`src/rtl/msr_pkg.sv`:
```
package msr_pkg;

  typedef enum logic [2:0] {
    SEL_HOLD = 3'b000,
    SEL_LOAD = 3'b001,
    SEL_SHL  = 3'b010,
    SEL_CLR  = 3'b011,
    SEL_SET  = 3'b100
  } msr_sel_e;

  // Resolve the request lines into the mux select code (clr > set > ld > shl).
  function automatic msr_sel_e msr_select(input logic clr, input logic set,
                                          input logic ld, input logic shl);
    logic s2, s1, s0;
    s2 = !clr & set;
    s1 = (!clr & !set & !ld & shl) | clr;
    s0 = (!clr & !set & ld) | clr;
    return msr_sel_e'({s2, s1, s0});
  endfunction

  // Five-way pick of one bit's next value.
  function automatic logic msr_pick(input msr_sel_e sel, input logic hold_v,
                                    input logic load_v, input logic shift_v);
    logic r;
    case (sel)
      SEL_LOAD: r = load_v;
      SEL_SHL:  r = shift_v;
      SEL_CLR:  r = 1'b0;
      SEL_SET:  r = 1'b1;
      default:  r = hold_v;
    endcase
    return r;
  endfunction

endpackage

```
`src/rtl/msr_sel_map.sv`:
```
module msr_sel_map
  import msr_pkg::*;
(
  input  logic     clr,
  input  logic     set,
  input  logic     ld,
  input  logic     shl,
  output msr_sel_e sel
);
  always_comb sel = msr_select(clr, set, ld, shl);
endmodule

```
`src/rtl/msr_bit_mux.sv`:
```
module msr_bit_mux
  import msr_pkg::*;
(
  input  msr_sel_e sel,
  input  logic     hold_v,
  input  logic     load_v,
  input  logic     shift_v,
  output logic     nxt
);
  always_comb nxt = msr_pick(sel, hold_v, load_v, shift_v);
endmodule

```
`src/rtl/prio_shift_reg.sv`:
```
module prio_shift_reg
  import msr_pkg::*;
#(
  parameter int WIDTH = 8
) (
  input  logic             clk,
  input  logic             clr,
  input  logic             set,
  input  logic             ld,
  input  logic             shl,
  input  logic             sin,
  input  logic [WIDTH-1:0] d,
  output logic [WIDTH-1:0] q
);
  localparam int TOP = WIDTH - 1;

  msr_sel_e         sel_w;
  logic [WIDTH-1:0] q_r;
  logic [WIDTH-1:0] nxt_w;
  logic [WIDTH-1:0] shift_src_w;

  // Decoded operation strobes, brought out for the checker.
  logic op_hold_w, op_load_w, op_shl_w, op_clr_w, op_set_w;

  msr_sel_map u_sel (
    .clr (clr),
    .set (set),
    .ld  (ld),
    .shl (shl),
    .sel (sel_w)
  );

  always_comb begin
    op_hold_w = (sel_w == SEL_HOLD);
    op_load_w = (sel_w == SEL_LOAD);
    op_shl_w  = (sel_w == SEL_SHL);
    op_clr_w  = (sel_w == SEL_CLR);
    op_set_w  = (sel_w == SEL_SET);
  end

  genvar gi;
  generate
    for (gi = 0; gi < WIDTH; gi++) begin : g_bit
      if (gi == 0) begin : g_lsb
        assign shift_src_w[gi] = sin;
      end else begin : g_up
        assign shift_src_w[gi] = q_r[gi-1];
      end

      msr_bit_mux u_mux (
        .sel     (sel_w),
        .hold_v  (q_r[gi]),
        .load_v  (d[gi]),
        .shift_v (shift_src_w[gi]),
        .nxt     (nxt_w[gi])
      );
    end
  endgenerate

  always_ff @(posedge clk) begin
    q_r <= nxt_w;
  end

  assign q = q_r;

  // The top bit leaves on a shift; kept as a named wire for observation.
  logic drop_bit_w;
  assign drop_bit_w = q_r[TOP];

endmodule

```
`config.mk`:
```
export PLATFORM = sky130hd
export DESIGN_NAME = prio_shift_reg
export DESIGN_NICKNAME = d
export VERILOG_FILES = /design/src/rtl/msr_pkg.sv /design/src/rtl/msr_sel_map.sv /design/src/rtl/msr_bit_mux.sv /design/src/rtl/prio_shift_reg.sv
export SDC_FILE = /design/constraint.sdc
export NUM_CORES = 1
export LEC_CHECK = 0
export BUFFER_PORTS_ARGS = -buffer_cell sky130_fd_sc_hd__buf_4
export CAP_MARGIN = 20
export CELL_PAD_IN_SITES_DETAIL_PLACEMENT = 1
export CELL_PAD_IN_SITES_GLOBAL_PLACEMENT = 1
export CORE_MARGIN = 5
export CORE_UTILIZATION = 33
export CTS_CLUSTER_SIZE = 24
export DETAILED_ROUTE_END_ITERATION = 10
export HOLD_SLACK_MARGIN = 0.12
export PLACE_DENSITY_LB_ADDON = 0.1
export SYNTH_ARGS = -nofsm -noshare
export SYNTH_HDL_FRONTEND = slang
export SYNTH_SLANG_ARGS = --single-unit
```
`constraint.sdc`:
```
create_clock -name clk -period 2.3 [get_ports clk]
set_clock_uncertainty 0.15 [all_clocks]
set_input_delay 0.575 -clock clk [delete_from_list [all_inputs] [get_ports clk]]
set_output_delay 0.575 -clock clk [all_outputs]
set_load 0.02 [all_outputs]
```
==> results of run 1 <==
-- metal layers --
| metal | vias to the layer above | global-route usage, % | part of all wire [%] |
|---|---|---|---|
| li1 | 196 | - | - |
| met1 | 194 | 12.11 | 39 |
| met2 | 17 | 16.95 | 54 |
| met3 | 0 | 3.614 | 6.9 |
| met4 | 0 | 5.240 | 0 |
| met5 | - | 0 | 0 |
-- per-stage QoR --
step / util, % / setup WS, ns
detailed placement: 39.78 / 0.3445
finish: 41.28 / 0.6124
floorplan: - / 0.4777
global route: 41.28 / 0.6030
global placement: 39.78 / 0.3721
CTS: 41.28 / 0.6149
-- cells in the final DEF (no fill, tap or decap) --
cell type  Yosys  routed
nor2_1         8       8
edfxtp_1       8       8
or4_1          1       1
clkbuf_4       0       3
a211oi_1       8       8
buf_4          9      21
nand2b_4       1       1
nor4b_1        8       8
-- power by group through the flow --
| stage | sequential, mW | clock (mW) | combinational, mW |
|---|---|---|---|
| after global routing | 0.184 | 0.122 | 0.0919 |
| after detailed placement | 0.186 | 0 | 0.0867 |
| after floorplan | 0.183 | 0 | 0.0661 |
| final | 0.182 | 0.108 | 0.0853 |
| after CTS | 0.183 | 0.113 | 0.0867 |
| after global placement | 0.185 | 0 | 0.0829 |
-- path summary, 6_finish.rpt --
path / start / depth (start not counted) / slack [ns] / endpoint
max reg2reg: q[6] / 2 / 1.05 / q[7]
min: clr / 2 / 0.55 / q[1]
max: set / 2 / 0.61 / q[7]
min reg2reg: q[5] / 2 / 0.58 / q[6]
-- cell type report --
class	count	area, µm²
fillers	178	884.6
multi-input cells	26	181.4
well taps	16	20.02
repair buffers	21	157.7
flip-flops and latches	8	240.2
clock buffers	3	22.52
-- cells in the mapped netlist, drive strengths merged --
cell type  instances
buf               13
a211oi             8
edfxtp             8
nor2               8
nor4b              8
nand2b             1
or4                1
-- kinds of logic after synthesis --
kind of cell | Yosys count | share of synthesized area, %
AO/OA/AOI/OAI | 8 | 11.37
buffers and inverters | 13 | 20.14
flip-flops | 8 | 45.50
AND/OR/NAND/NOR | 18 | 22.99
==> results.cfg, run 1 <==
[worst_setup_path]
worstPathCellList = buf_4 > or4_1
crit_fanout = 17
cp_top_family = simple AND/OR/NAND/NOR gates
arrival_ns = 1.48
crit_required_ns = 2.09
cp_slowest_cell = or4_1
critPathKind = in2reg
critPathBufInv = 1
cp-end-kind = register
critPathLaunchType = primary input
slowest_delay_ns = 0.73

[logic_synthesis]
synth.avg_cell_area_um2 = 11.23
synth_top_cell_by_area = edfxtp_1
syn-num-nets = 61
netlist_instances = 47
synth_cell_types = 9
netlist_area_um2 = 528.0
yosysTopAreaCellShare_pct = 45.50
ys_ff_latch = 8
yosys_warnings = 0
seq_area_frac_synth_pct = 45.50
synth.top_cells.by_area = edfxtp_1 (45%), nor4b_1 (13%), buf_4 (13%), a211oi_1 (11%), buf_6 (6.4%)

[pwr]
ir_drop_mv = 0.1963
clockPowerShare_pct = 28.8
power_density_nw_per_um2 = 604.4
switching_share_pct = 26.51
pwr-share-seq_pct = 48.5
p_comb_share_pct = 22.7
finalPower_uw = 375.8
p_sw_uw = 99.64
p_int_uw = 276.2
power_leakage_nw = 0.2483

[place]
placed_area_um2 = 599.3
hpwlAfterDp_um = 942.9
post-place-cells = 71
place_congestion = 0.6929
io_buffers = 21

[cts]
numClockSinks = 8
clk_pin_slew_ns = 0.06
cts_buffers = 3
cts_hold_buf = 0
clockBufferDepth = 2
post_cts_resized = 0
clockRootBuffer = clkbuf_4
cts_tree = built
clock_latency_ns = 0.25
postCtsSetupBuffers = 0
htree_levels = 1

[routing]
drtIter0Drc = 8
routed_wl_um = 1263
postRouteAntennaNets = 0
drt-wirelength-per-cell_um = 17.07
drtPass1Iterations = 4
routed_via_density = 5.500
num_vias = 407
drc = 0

[sta]
rsz0062_at_grt = no
hold_violations = 0
worstMarginPinSlew_ns = 0.3238
setup_viol = 0
maxSlewHeadroom_pct = 78.11
tns_ns = 0
finalMaxSlewViolations = 0
fin_crit_sh_pct = 73.37
min_period_ns = 1.688
fmax_mhz = 592.6
hold_slack_ns = 0.5460

[cells_and_area]
postLayoutCellArea_um2 = 621.8
finalNetCount = 74
drive_above_1_share_pct = 43.10
area_growth_pct = 17.77
largest_register_ffs = 8
layoutNonFillerInstCount = 74
n_antenna_cell = 0

[floorplan]
start_util_pct = 35.05
io_pins = 22
die_h_um = 50
die_w_um = 50
core_um2 = 1506
die_area_um2 = 2500
placementRows = 14

[global_routing]
grt_use_total_pct = 10.52
grt_max_degree = 18
grt_first_pass_wirelength_um = 1973
grt_pass1_vias = 429
grt_antenna_before_repair = 0
grt_overflow = 0

[status]
status = finished, final reports clean

[flow_run]
cap_violations = 0

[min_path]
hp-class = in2reg
No activity file was read; power rests on OpenSTA's default activity.
==> run 2, diff against run 1 <==
CORE_UTILIZATION = 30   (was 33)
clock period = 1.4 ns   (was 2.3 ns; I/O delays follow)
==> run 2 against run 1 <==
- hold slack got worse by 0.19 ns
- sequential power rose by 65%
- utilization rose by 0.26 points
- largest power group unchanged
==> results.cfg, run 2 (synthesis results as in run 1) <==
[status]
status = finished, final reports clean

[worst_setup_path]
reg2reg_depth = 2
cp_slowest_cell = edfxtp_1
endpoint = q[1]
crit_fanout = 2
critPathLaunchType = register
worstPathCellList = buf_4
worst-path-stages = 1
critPathBufInv = 1
arrival_ns = 0.84
cp_top_family = flip-flops
critPathKind = reg2out
cp-end-kind = output pin
crit_required_ns = 0.90
slowest_delay_ns = 0.41
rrSetupSlack_ns = 0.17
rr_startpoint = q[2]
cp-startpoint = q[1]
r2r-end = q[3]

[routing]
routed_wl_um = 1364
drtIter0Drc = 6
drt-wirelength-per-cell_um = 14.99
num_vias = 427
drtPass1Iterations = 2
drc = 0
postRouteAntennaNets = 0
routed_via_density = 4.692

[pwr]
power_density_nw_per_um2 = 912.9
finalPower_uw = 647.6
power_leakage_nw = 0.2929
ir_drop_mv = 0.3494

[cells_and_area]
n_antenna_cell = 0
fin_util_pct = 41.54
postLayoutCellArea_um2 = 709.4
finalNetCount = 82
largest_register_ffs = 8
layout_common_cells = buf_4 (28), nor2_1 (8), nor4b_1 (8), a211oi_1 (8), edfxtp_1 (8)
layoutNonFillerInstCount = 91
drive_above_1_share_pct = 51.52
final_common_cell = buf_4
area_growth_pct = 34.36

[global_routing]
grt_pass1_vias = 462
grt_max_degree = 15
grt_first_pass_wirelength_um = 2125
grt_overflow = 0
grt_use_total_pct = 10.92
grt_antenna_before_repair = 0

[floorplan]
core_um2 = 1708
die_area_um2 = 2699
placementRows = 15
start_util_pct = 30.92
die_w_um = 51.95
die_h_um = 51.95
io_pins = 22

[cts]
numClockSinks = 8
post_cts_resized = 0
clk_pin_slew_ns = 0.06
cts_hold_buf = 0
postCtsSetupBuffers = 0
cts_buffers = 3
clock_latency_ns = 0.25
clockBufferDepth = 2
cts_tree = built
htree_levels = 1
clockRootBuffer = clkbuf_4

[sta]
rsz0062_at_grt = no
hold_violations = 0
setup_viol = 0
min_period_ns = 1.339
worstMarginPinSlew_ns = 0.2689
layout_setup_ws_ns = 0.06062
finalMaxSlewViolations = 0
hold_slack_ns = 0.3531
tns_ns = 0
fmax_mhz = 746.6
fin_crit_sh_pct = 95.67
maxSlewHeadroom_pct = 81.82

[place]
place_congestion = 0.6717
post-place-cells = 88
io_buffers = 21
dpl_worst_slack_ns = -0.1103
placed_area_um2 = 686.9

[min_path]
hp-class = in2reg

[flow_run]
cap_violations = 0
run 2: per-layer routing:
layer | vias up | wire [µm] | track usage (%)
met1 | 203 | 531 | 12.13
met4 | 0 | 0 | 5.240
li1 | 210 | - | -
met5 | - | 0 | 0
met3 | 0 | 120 | 3.152
met2 | 14 | 712 | 18.83
run 2: area by class of cell:
| cell class | count | area [µm²] |
|---|---|---|
| tap | 25 | 31.28 |
| timing repair buffer | 29 | 230.2 |
| clock buffer | 3 | 22.52 |
| sequential | 8 | 240.2 |
| multi-input combinational | 26 | 185.2 |
| fill | 192 | 998.5 |
run 2: report_power, final:
part | switching [mW] | internal (mW) | leakage (nW)
Clock | 0.0857 | 0.0986 | 0.0138
Sequential | 0.0112 | 0.289 | 0.0877
Combinational | 0.0785 | 0.0850 | 0.191
run 2: worst min-delay path by stage:
stage	slack, ns	cells after the start	endpoint	startpoint
floorplan	0.48	1	q[0]	shl
global placement	0.56	2	q[7]	q[6]
detailed placement	0.59	2	q[1]	q[0]
CTS	0.35	2	q[1]	clr
global route	0.36	2	q[1]	set
finish	0.35	2	q[5]	clr
